[src/rtl/acc_trace_pkg.sv]
package acc_trace_pkg;
   typedef enum logic [1:0] {
      CYC_IDLE  = 2'd0,
      CYC_FETCH = 2'd1,
      CYC_MEM   = 2'd2,
      CYC_REG   = 2'd3
   } cyc_t;

   function automatic logic cyc_traced(input cyc_t c);
      return (c == CYC_MEM) || (c == CYC_REG);
   endfunction
endpackage

[src/rtl/acc_trace_fmt.sv]
module acc_trace_fmt
   import acc_trace_pkg::*;
#(
   parameter int AW = 16,
   parameter int DW = 16,
   localparam int ROWW = AW + DW + 2
) (
   input  logic            en,
   input  logic [1:0]      bus_type,
   input  logic [AW-1:0]   bus_addr,
   input  logic [DW-1:0]   bus_data,
   input  logic            bus_word,
   input  logic            bus_read,
   output logic            qual,
   output logic [ROWW-1:0] row
);
   localparam int HB = DW / 2;

   logic [DW-1:0] data_kept;

   generate
      if (DW % 2 != 0) begin : g_bad_dw
         $error("acc_trace_fmt: DW must be even");
      end
      if (DW > 8) begin : g_mask_wide
         assign data_kept = bus_word ? bus_data
                                     : {{(DW-HB){1'b0}}, bus_data[HB-1:0]};
      end else begin : g_mask_narrow
         assign data_kept = bus_data;
      end
   endgenerate

   assign qual = en && cyc_traced(cyc_t'(bus_type));
   assign row  = {bus_word, bus_read, bus_addr, data_kept};
endmodule

[src/rtl/acc_trace_ring.sv]
module acc_trace_ring #(
   parameter int ROWW     = 34,
   parameter int DEPTH    = 32,
   parameter bit REG_READ = 1'b0,
   localparam int IW = $clog2(DEPTH),
   localparam int CW = IW + 1
) (
   input  logic            clk,
   input  logic            rst_n,
   input  logic            wr_req,
   input  logic [ROWW-1:0] wr_row,
   input  logic            wrap_en,
   input  logic [IW-1:0]   rd_idx,
   output logic [ROWW-1:0] rd_row,
   output logic [CW-1:0]   fill_cnt,
   output logic            full
);
   logic [ROWW-1:0] mem [DEPTH];
   logic [IW-1:0]   wptr;
   logic [CW-1:0]   cnt;
   logic            is_full;
   logic            wr_go;
   logic [IW-1:0]   base;
   logic [IW-1:0]   phys;

   generate
      if (DEPTH < 2 || (1 << IW) != DEPTH) begin : g_bad_depth
         $error("acc_trace_ring: DEPTH must be a power of two, at least 2");
      end
   endgenerate

   assign is_full = (cnt == CW'(DEPTH));
   assign wr_go   = wr_req && (!is_full || wrap_en);

   always_ff @(posedge clk or negedge rst_n) begin
      if (!rst_n) begin
         wptr <= '0;
         cnt  <= '0;
      end else if (wr_go) begin
         wptr <= wptr + 1'b1;
         if (!is_full) cnt <= cnt + 1'b1;
      end
   end

   always_ff @(posedge clk) begin
      if (wr_go) mem[wptr] <= wr_row;
   end

   // oldest row sits at the write pointer once the ring has filled
   assign base = is_full ? wptr : '0;
   assign phys = base + rd_idx;

   generate
      if (REG_READ) begin : g_rd_reg
         always_ff @(posedge clk) rd_row <= mem[phys];
      end else begin : g_rd_comb
         assign rd_row = mem[phys];
      end
   endgenerate

   assign fill_cnt = cnt;
   assign full     = is_full;

   assert_cnt_bound_R6: assert property (@(posedge clk) disable iff (!rst_n)
      fill_cnt <= CW'(DEPTH));

   assert_full_sticky_R7: assert property (@(posedge clk) disable iff (!rst_n)
      full |=> full);

   assert_one_per_clk_R5: assert property (@(posedge clk) disable iff (!rst_n)
      1'b1 |=> (fill_cnt == $past(fill_cnt) || fill_cnt == $past(fill_cnt) + 1'b1));
endmodule

[src/rtl/acc_trace_top.sv]
module acc_trace_top #(
   parameter int AW       = 16,
   parameter int DW       = 16,
   parameter int DEPTH    = 32,
   parameter bit REG_READ = 1'b0,
   localparam int ROWW = AW + DW + 2,
   localparam int IW   = $clog2(DEPTH),
   localparam int CW   = IW + 1
) (
   input  logic            clk,
   input  logic            rst_n,
   input  logic            trc_en,
   input  logic            wrap_en,
   input  logic [1:0]      bus_type,
   input  logic [AW-1:0]   bus_addr,
   input  logic [DW-1:0]   bus_data,
   input  logic            bus_word,
   input  logic            bus_read,
   input  logic [IW-1:0]   rd_idx,
   output logic [ROWW-1:0] rd_row,
   output logic [CW-1:0]   fill_cnt,
   output logic            full
);
   logic            qual;
   logic [ROWW-1:0] row;

   acc_trace_fmt #(.AW(AW), .DW(DW)) u_fmt (
      .en       (trc_en),
      .bus_type (bus_type),
      .bus_addr (bus_addr),
      .bus_data (bus_data),
      .bus_word (bus_word),
      .bus_read (bus_read),
      .qual     (qual),
      .row      (row)
   );

   acc_trace_ring #(.ROWW(ROWW), .DEPTH(DEPTH), .REG_READ(REG_READ)) u_ring (
      .clk      (clk),
      .rst_n    (rst_n),
      .wr_req   (qual),
      .wr_row   (row),
      .wrap_en  (wrap_en),
      .rd_idx   (rd_idx),
      .rd_row   (rd_row),
      .fill_cnt (fill_cnt),
      .full     (full)
   );

   assert_skip_untraced_R1: assert property (@(posedge clk) disable iff (!rst_n)
      (bus_type < 2'd2) |=> $stable(fill_cnt));

   assert_idle_when_off_R4: assert property (@(posedge clk) disable iff (!rst_n)
      !trc_en |=> $stable(fill_cnt));

   generate
      if (!REG_READ && DW > 8) begin : g_chk_byte
         assert_byte_upper_zero_R3: assert property (@(posedge clk) disable iff (!rst_n)
            (fill_cnt > CW'(rd_idx) && !rd_row[ROWW-1]) |-> (rd_row[DW-1:DW/2] == '0));
      end
   endgenerate
endmodule

[config.mk]
export PLATFORM = sky130hd
export DESIGN_NAME = acc_trace_top
export DESIGN_NICKNAME = d
export VERILOG_FILES = /design/src/rtl/acc_trace_pkg.sv /design/src/rtl/acc_trace_fmt.sv /design/src/rtl/acc_trace_ring.sv /design/src/rtl/acc_trace_top.sv
export SDC_FILE = /design/constraint.sdc
export NUM_CORES = 1
export LEC_CHECK = 0
export BUFFER_PORTS_ARGS = -buffer_cell sky130_fd_sc_hd__clkbuf_2
export CORE_MARGIN = 4
export CORE_UTILIZATION = 40
export CTS_CLUSTER_SIZE = 40
export DETAILED_ROUTE_END_ITERATION = 16
export PLACE_DENSITY = 0.6
export REMOVE_ABC_BUFFERS = 1
export SYNTH_ARGS = -nofsm -noshare
export SYNTH_HDL_FRONTEND = slang
export SYNTH_SLANG_ARGS = --single-unit
[constraint.sdc]
create_clock -name clk -period 5.7 [get_ports clk]
set_clock_uncertainty 0.15 [all_clocks]
set_input_delay 1.71 -clock clk [delete_from_list [all_inputs] [get_ports clk]]
set_output_delay 1.71 -clock clk [all_outputs]
set_load 0.02 [all_outputs]
# == Word level (Yosys, flattened, before mapping) ==
# Memories as Yosys holds them, arrays and structs flattened.
# Index checks and enable logic that the tools add are counted.
# word_totals
regBits,11
ram_bits,1088
memories,1
# memory_table
memory,words,width,read_ports,rd_ports_with_merged_regs,write_ports,line,text
u_ring.mem,32,34,1,0,1,acc_trace_ring.sv:18,logic [ROWW-1:0] mem [DEPTH];
# op_classes
addsub,3
n_eq_ne,3
mux,4
bitwise,1
n_reduce_logical,6
# op_table
op,n
$mux W16,1
$add A6 B1 Y6 const B,1
$eq A6 B6 Y1 const B,1
$add A5 B1 Y5 const B,1
$add A5 B5 Y5,1
$mux W5,1
$eq A2 B2 Y1 const B,2
$logic_and A1 B1 Y1,2
$logic_or A1 B1 Y1,2
$mux W1,2
$reduce_and A2 Y1,1
$logic_not A1 Y1,1
$not A1 Y1,1

# == Depth between registers and ports, before layout ==
# Gate-level depths: netlist of the first run.
# depth
ltp_word,6
mapped_depth,14
mapped_depth_nobuf,12

# == Cells and area by module ==
# From an unflattened synthesis of the first run, not the netlist that was laid out.
# unflattened
cells_unflattened,1835
area_unflattened_um2,43016.3
# modules_own_cells
module,instances,cells_each,area_per_inst_um2
acc_trace_ring,1,1800,42764.8
acc_trace_fmt,1,35,251.5

# == Worst setup path before layout of the first run ==
# Ideal clock, no wire load.
# synth_timing
kind,in2out
startpoint,in rd_idx[0]
endpoint,out rd_row[0]
t_arrival_ns,3.973
required_ns,3.840
path_slack_ns,-0.133
path_stages,10
path_cell_list,ha_1 inv_1 fa_1 buf_2 buf_2 buf_1 mux4_2 mux2i_1 mux2i_1 mux2_2
# synth_between
elab_chain_cells,2
# synth_rtl
element,line,text
from (decl),acc_trace_top.sv:19,"input logic [IW-1:0] rd_idx,"
$add A5 B5 Y5,acc_trace_ring.sv:51,assign phys = base + rd_idx;
$mem_v2 Z32 W34,--,
to (decl),acc_trace_top.sv:20,"output logic [ROWW-1:0] rd_row,"
# Every way passes these cells.

# == Worst setup path after layout of the first run ==
# layout_timing
startpoint,in rd_idx[0]
endpoint,out rd_row[27]
# The elaborated chain is that of the path after synthesis.

==> results of run 1 <==
[power breakdown]
part	switching (mW)	leakage, nW	internal [mW]
Combinational	1.04	5.26	0.835
Clock	2.91	1.68	4.01
Sequential	0.0967	9.96	9.15
[placed cells by master, fill, tap and decap left out, drive strengths merged, types with 2 or more instances in the layout]
| master | count |
|---|---|
| buf | 187 |
| o21ai | 3 |
| nand3b | 2 |
| nor2 | 35 |
| or3 | 2 |
| clkinv | 49 |
| nand3 | 3 |
| nand2 | 11 |
| mux2 | 35 |
| edfxtp | 1088 |
| xnor2 | 8 |
| xor2 | 2 |
| dfrtp | 11 |
| ha | 10 |
| clkbuf | 211 |
| bufinv | 9 |
| inv | 9 |
| clkinvlp | 4 |
| a21o | 2 |
| and2 | 10 |
| mux2i | 204 |
| a21oi | 2 |
| mux4 | 272 |
| and3 | 2 |
[synth_stat cells (7+ instances only)]
library cell | n | share of area
mux4_2 | 272 | 0.14
ha_1 | 10 | 0.0029
xnor2_1 | 7 | 0.0014
and2_1 | 10 | 0.0015
inv_1 | 8 | 0.00070
edfxtp_1 | 1088 | 0.76
clkbuf_1 | 28 | 0.0025
mux2_4 | 30 | 0.011
dfrtp_1 | 11 | 0.0064
nor2_1 | 34 | 0.0030
buf_6 | 11 | 0.0029
nand2_1 | 10 | 0.00088
buf_2 | 39 | 0.0046
mux2i_1 | 204 | 0.048
[worst paths after layout]
kind / startpoint / end / slack, ns / cells after the start
setup / recovery: rd_idx[0] / rd_row[27] / -0.53 / 12
hold / removal: u_ring.fill_cnt[5]$_DFFE_PN0P_ / u_ring.fill_cnt[5]$_DFFE_PN0P_ / 0.37 / 1
setup reg to reg: u_ring.fill_cnt[0]$_DFFE_PN0P_ / u_ring.mem[31][2]$_DFFE_PP_ / 2.04 / 8
hold reg to reg: u_ring.fill_cnt[5]$_DFFE_PN0P_ / u_ring.fill_cnt[5]$_DFFE_PN0P_ / 0.37 / 1
max in group asynchronous: rst_n / u_ring.fill_cnt[0]$_DFFE_PN0P_ / 4.40 / 1
min in group asynchronous: rst_n / u_ring.fill_cnt[4]$_DFFE_PN0P_ / 0.77 / 1
[layer usage]
metal	GRT usage	routed length [um]	vias up	share of wire
li1	-	-	8264	-
met1	0.2582	44500	10890	0.44
met2	0.2900	49720	562	0.49
met3	0.03324	6089	103	0.060
met4	0.03541	1306	0	0.013
met5	0	0	-	0
[logic make-up (layout without fill, tap and decap cells)]
logic type,after synthesis,count (layout)
mux,511,511
buf+inv,97,469
fa+ha+maj,11,11
xor+xnor,11,11
flops,1099,1099
compound gates,10,10
simple gates,69,69
other cells,0,1
[worst reg2reg max path: cells and delay by family (launching register included)]
family                   cells  cell delay, ns
AO/OA/AOI/OAI                1            0.37
adder cells (fa/ha/maj)      1            0.19
buffers and inverters        3            0.57
flip-flops                   1            0.45
AND/OR/NAND/NOR              3            1.58
[cell type report]
class | count | area, um^2
clock inverter | 63 | 525.5
clock buffer | 139 | 2925
antenna | 1 | 2.502
multi-input combinational | 612 | 9753
timing repair buffer | 259 | 3229
fill | 8483 | 54560
inverter | 8 | 30.03
tap | 1391 | 1740
sequential | 1099 | 32950
[flip-flops by register name, summed over array words and instances, names as in the netlist]
signal,flops
u_ring.fill_cnt,6
u_ring.wptr,5
u_ring.mem,1088
[metrics by stage]
step / instances / area (um^2) / utilization / worst slack (ns)
after floorplan: 1719 / 42320 / - / -9.580
after global placement: 3335 / 46690 / 0.4416 / -0.6335
after detailed placement: 3335 / 46690 / 0.4416 / -0.6514
after CTS: 3555 / 50750 / 0.4801 / -0.5632
after global routing: 3571 / 51150 / 0.4839 / -0.6140
final: 3572 / 51150 / 0.4839 / -0.5331
[what timing repair did]
action	CTS	global route
gates cloned	8	9
gates resized for setup	64	66
endpoints found under the setup margin	34	34
pin swaps	1	2
hold buffers	0	0
setup buffers	10	13
==> flow_metrics.py, run 1 <==
metrics = {
    "status": {
        "outcome": "finished with violations",
        "violations": "negative setup slack",
    },
    "clocking": {
        "clk_path_buf_depth": 3,
        "cts_made_buffers": 110,
        "root_buffer": "clkbuf_16",
        "clock-sinks": 1099,
        "cts_tree": "built",
        "clkLatencyLatePin_ns": 0.66,
        "htreeDepth": 3,
        "clk_pin_slew_ns": 0.06,
    },
    "drt": {
        "vias_per_cell": 5.549,
        "route.detailed.wl_per_inst_um": 28.45,
        "ant_nets": 0,
        "drt_iter0_drc": 1839,
        "via_count": 19820,
        "route.detailed.drc": 0,
        "wl_mm": 101.6,
        "dr.pass1.iters": 5,
    },
    "synth": {
        "syn_avg_cell_area_um2": 23.68,
        "synthCells": 1808,
        "yosys_warnings": 0,
        "syn_area_um2": 42810,
        "synth_compound_area_frac": 0.001549,
        "synth_ff_type": "edfxtp_1",
        "yosysUniqueCellTypes": 38,
        "synthMuxAreaShare": 0.2026,
        "yosys.area_share.xor_xnor": 0.002806,
        "yosys.area_share.simple": 0.007950,
        "synth_top_family_by_area": "multiplexers",
        "synth-seq-area-share": 0.7696,
        "synth-seq-cells": 1099,
        "async_reset_ff_frac": 0.01001,
        "synth_fa_ha_area_frac": 0.003391,
        "synth_edf_count": 1088,
    },
    "sta": {
        "tns_ns": -16.21,
        "fin_hold_ws_ns": 0.3713,
        "maxSlewViolCount": 0,
        "setup_slack_ns": -0.5331,
        "setup_viol": 34,
        "rsz0062_at_grt": "true",
        "worstMarginPinSlew_ns": 1.202,
        "hold_viol_final": 0,
        "slew_headroom": 0.1988,
        "fmax_mhz": 160.4,
        "min_period_ns": 6.233,
        "post-route-period-util": 1.094,
    },
    "global_routing": {
        "grt-ovfl-total": 0,
        "grt_max_degree": 35,
        "grt_usage": 0.1791,
        "grt_pass1_vias": 20670,
        "antenna_found_initial": 1,
        "grt_pass1_wl_mm": 144.4,
    },
    "final_layout": {
        "areaGrowthSynthToFinish_pct": 19.50,
        "drive_gt1_frac": 0.3573,
        "fin_nets": 2146,
    },
    "placement": {
        "port_buffers": 84,
        "gp_congestion": 0.7447,
        "dp_hpwl_mm": 54.60,
    },
    "pwr": {
        "irDropWorstVdd_uv": 249.7,
        "p_per_area_nw_per_um2": 352.8,
        "p_leak_nw": 16.90,
        "finalPower_mw": 18.05,
    },
    "setup_path": {
        "crit_required_ns": 3.84,
        "cp_cell_sequence": "buf_8 -> ha_4 -> inv_2 -> fa_4 -> buf_12 -> buf_12 -> buf_16 -> mux4_2 -> mux2i_1 -> mux2i_1 -> mux2_4 -> buf_2",
        "crit_fanout": 14,
        "slowest_delay_ns": 0.83,
        "worst_ep_arrival_time_ns": 4.37,
        "start_kind": "primary input",
        "cpMaxStageDelayCell": "fa_4",
        "cp-end-kind": "primary output",
        "worstSetupPathType": "primary input to primary output",
        "cp_top_family": "adder cells",
        "cp_num_buf_inv": 6,
    },
    "floorplan": {
        "initial_utilization": 0.4049,
        "dieArea_um2": 112300,
        "io_pins": 86,
        "die_h_um": 335.1,
        "num_rows": 119,
        "die_w_um": 335.1,
        "core_area_um2": 105700,
    },
    "flow_run": {
        "cap_violations": 0,
    },
    "min_path": {
        "min_path_type": "register to register",
    },
}
Note: power is estimated with default switching activity, not from simulation.
==> run 2: changes to the inputs <==
CELL_PAD_IN_SITES_DETAIL_PLACEMENT = 1   (was not set)
CELL_PAD_IN_SITES_GLOBAL_PLACEMENT = 1   (was not set)
CORE_UTILIZATION = 51   (was 40)
PLACE_DENSITY = 0.79   (was 0.6)
==> run 2 against run 1 <==
The run still ends with negative setup slack left. Clock-buffer cell count decreased by 12. Clock power increased by 6.8%. Routed wire length increased by 23%. Total power increased by 3.6%. Core utilization increased by 13 points. Combinational power increased by 7%. Via count increased by 10%. Flip-flop and latch count unchanged. Worst setup slack got worse by 0.27 ns. Global-route usage increased by 7.6 points. Non-clock buffer count increased by 15. Critical path type unchanged. Critical endpoint is now rd_row[13]. Highest routed layer unchanged.
==> flow_metrics.py, run 2 (synthesis gave the netlist of run 1 again) <==
metrics = {
    "floorplan": {
        "initial_utilization": 0.5180,
        "io_pins": 86,
        "dieArea_um2": 88630,
        "die_w_um": 297.7,
        "die_h_um": 297.7,
        "num_rows": 105,
        "core_area_um2": 82640,
    },
    "pwr": {
        "p_per_area_nw_per_um2": 366.4,
        "irDropWorstVdd_uv": 237.5,
        "p_leak_nw": 17.00,
    },
    "clocking": {
        "clock-sinks": 1099,
        "cts_tree": "built",
        "cts-hold-fix-buffers": 0,
        "root_buffer": "clkbuf_16",
        "cts_made_buffers": 106,
        "htreeDepth": 3,
        "clk_pin_slew_ns": 0.06,
        "clkLatencyLatePin_ns": 0.69,
        "clk_path_buf_depth": 3,
    },
    "drt": {
        "dr.pass1.iters": 7,
        "drt_iter0_drc": 3233,
        "route.detailed.drc": 0,
        "vias_per_cell": 6.706,
        "wl_mm": 125.4,
        "via_count": 21890,
        "ant_nets": 0,
        "route.detailed.wl_per_inst_um": 38.41,
    },
    "sta": {
        "fin_hold_ws_ns": 0.3548,
        "hold_viol_final": 0,
        "post-route-period-util": 1.140,
        "maxSlewViolCount": 0,
        "fmax_mhz": 153.9,
        "slew_headroom": 0.1558,
        "setup_slack_ns": -0.7986,
        "worstMarginPinSlew_ns": 1.266,
        "setup_viol": 34,
        "tns_ns": -21.60,
        "rsz0062_at_grt": "true",
        "min_period_ns": 6.499,
    },
    "setup_path": {
        "cp-end-kind": "primary output",
        "worst_ep_arrival_time_ns": 4.64,
        "crit_required_ns": 3.84,
        "cp_cell_sequence": "buf_8 -> ha_4 -> inv_4 -> fa_4 -> buf_12 -> buf_16 -> buf_8 -> mux4_2 -> mux2i_2 -> mux2i_1 -> mux2_4 -> buf_6",
        "timing.critical_path.mode_cell": "buf_8",
        "slowest_delay_ns": 0.87,
        "cpMaxStageDelayCell": "fa_4",
        "start_kind": "primary input",
        "worstSetupPathType": "primary input to primary output",
        "crit_fanout": 8,
    },
    "global_routing": {
        "grt_pass1_vias": 22430,
        "grt_pass1_wl_mm": 161.9,
        "grt_usage": 0.2549,
        "grt_max_degree": 41,
        "grt-ovfl-total": 0,
        "antenna_found_initial": 1,
    },
    "final_layout": {
        "final_cell_mix": "edfxtp_1, mux4_2, mux2i_1, clkbuf_16, buf_4",
        "final_area_um2": 51000,
        "top_regs": "u_ring.mem x1088, u_ring.fill_cnt x6, u_ring.wptr x5",
        "areaGrowthSynthToFinish_pct": 19.14,
        "largest_reg_flops": 1088,
        "final_common_cell": "edfxtp_1",
        "fin_nets": 2157,
        "largest_register": "u_ring.mem",
        "drive_gt1_frac": 0.3803,
    },
    "placement": {
        "dp_slack_ns": -0.6735,
        "gp_congestion": 0.7544,
        "post_dp_cell_area_um2": 46190,
        "port_buffers": 84,
        "dp_hpwl_mm": 57.52,
    },
    "flow_run": {
        "cap_violations": 0,
    },
    "min_path": {
        "min_path_type": "register to register",
    },
    "status": {
        "violations": "negative setup slack",
        "outcome": "finished with violations",
    },
}
[run 2: cell count changes in the layout (fill, tap and decap cells not counted), sizes merged]
cell      before  now
buf          187  210
bufinv         9   14
clkbuf       211  191
clkinvlp       4    7
inv            9   11
[run 2: path summary, 6_finish.rpt]
path                                                 from                        endpoint  slack (ns)  depth (start not counted)
min in group asynchronous                           rst_n      u_ring.wptr[1]$_DFFE_PN0P_        0.76                          1
max                                             rd_idx[0]                      rd_row[13]       -0.80                         12
min reg2reg                u_ring.fill_cnt[5]$_DFFE_PN0P_  u_ring.fill_cnt[5]$_DFFE_PN0P_        0.35                          1
max reg2reg                u_ring.fill_cnt[0]$_DFFE_PN0P_    u_ring.mem[10][18]$_DFFE_PP_        1.94                          8
max in group asynchronous                           rst_n  u_ring.fill_cnt[5]$_DFFE_PN0P_        4.39                          1
min                        u_ring.fill_cnt[5]$_DFFE_PN0P_  u_ring.fill_cnt[5]$_DFFE_PN0P_        0.35                          1
[run 2: where the power goes]
group | switching, mW | leakage (nW) | total (mW) | internal [mW]
clock network | 3.24 | 1.74 | 7.39 | 4.15
logic | 1.15 | 5.30 | 2.01 | 0.859
registers | 0.138 | 9.96 | 9.29 | 9.15
[run 2: timing repair]
item,CTS,global route
resized for setup,46,154
setup buffers,2,16
setup endpoints to repair,34,34
gates cloned,4,15
pin swaps,0,1
[run 2: cell type report]
type,instances,area [um^2]
flip-flops and latches,1099,32950
inverters,8,32.53
clock buffers,127,2795
fillers,6531,31630
repair buffers,274,3221
diodes,1,2.502
multi-input cells,612,9897
well taps,1070,1339
clock inverters,73,768.2
[run 2: per-stage QoR]
stage | total power, mW | cells | util
after floorplan | 10.64 | 1719 | -
after global placement | 11.06 | 3028 | 0.5590
after detailed placement | 11.17 | 3028 | 0.5590
after CTS | 18.39 | 3234 | 0.6063
after global routing | 19.20 | 3264 | 0.6172
final | 18.69 | 3264 | 0.6172
[run 2: layer usage]
layer	vias up	wire length, um	track usage
li1	8262	-	-
met1	11680	45710	0.3519
met2	1688	62520	0.4206
met3	255	13370	0.05708
met4	0	3755	0.06358
met5	-	0	0
[run 2: worst max-delay path, delay by kind of cell]
kind / cells / cell delay, ns
adders and majority gates: 2 / 1.01
muxes: 4 / 1.14
buffers and inverters: 6 / 0.75
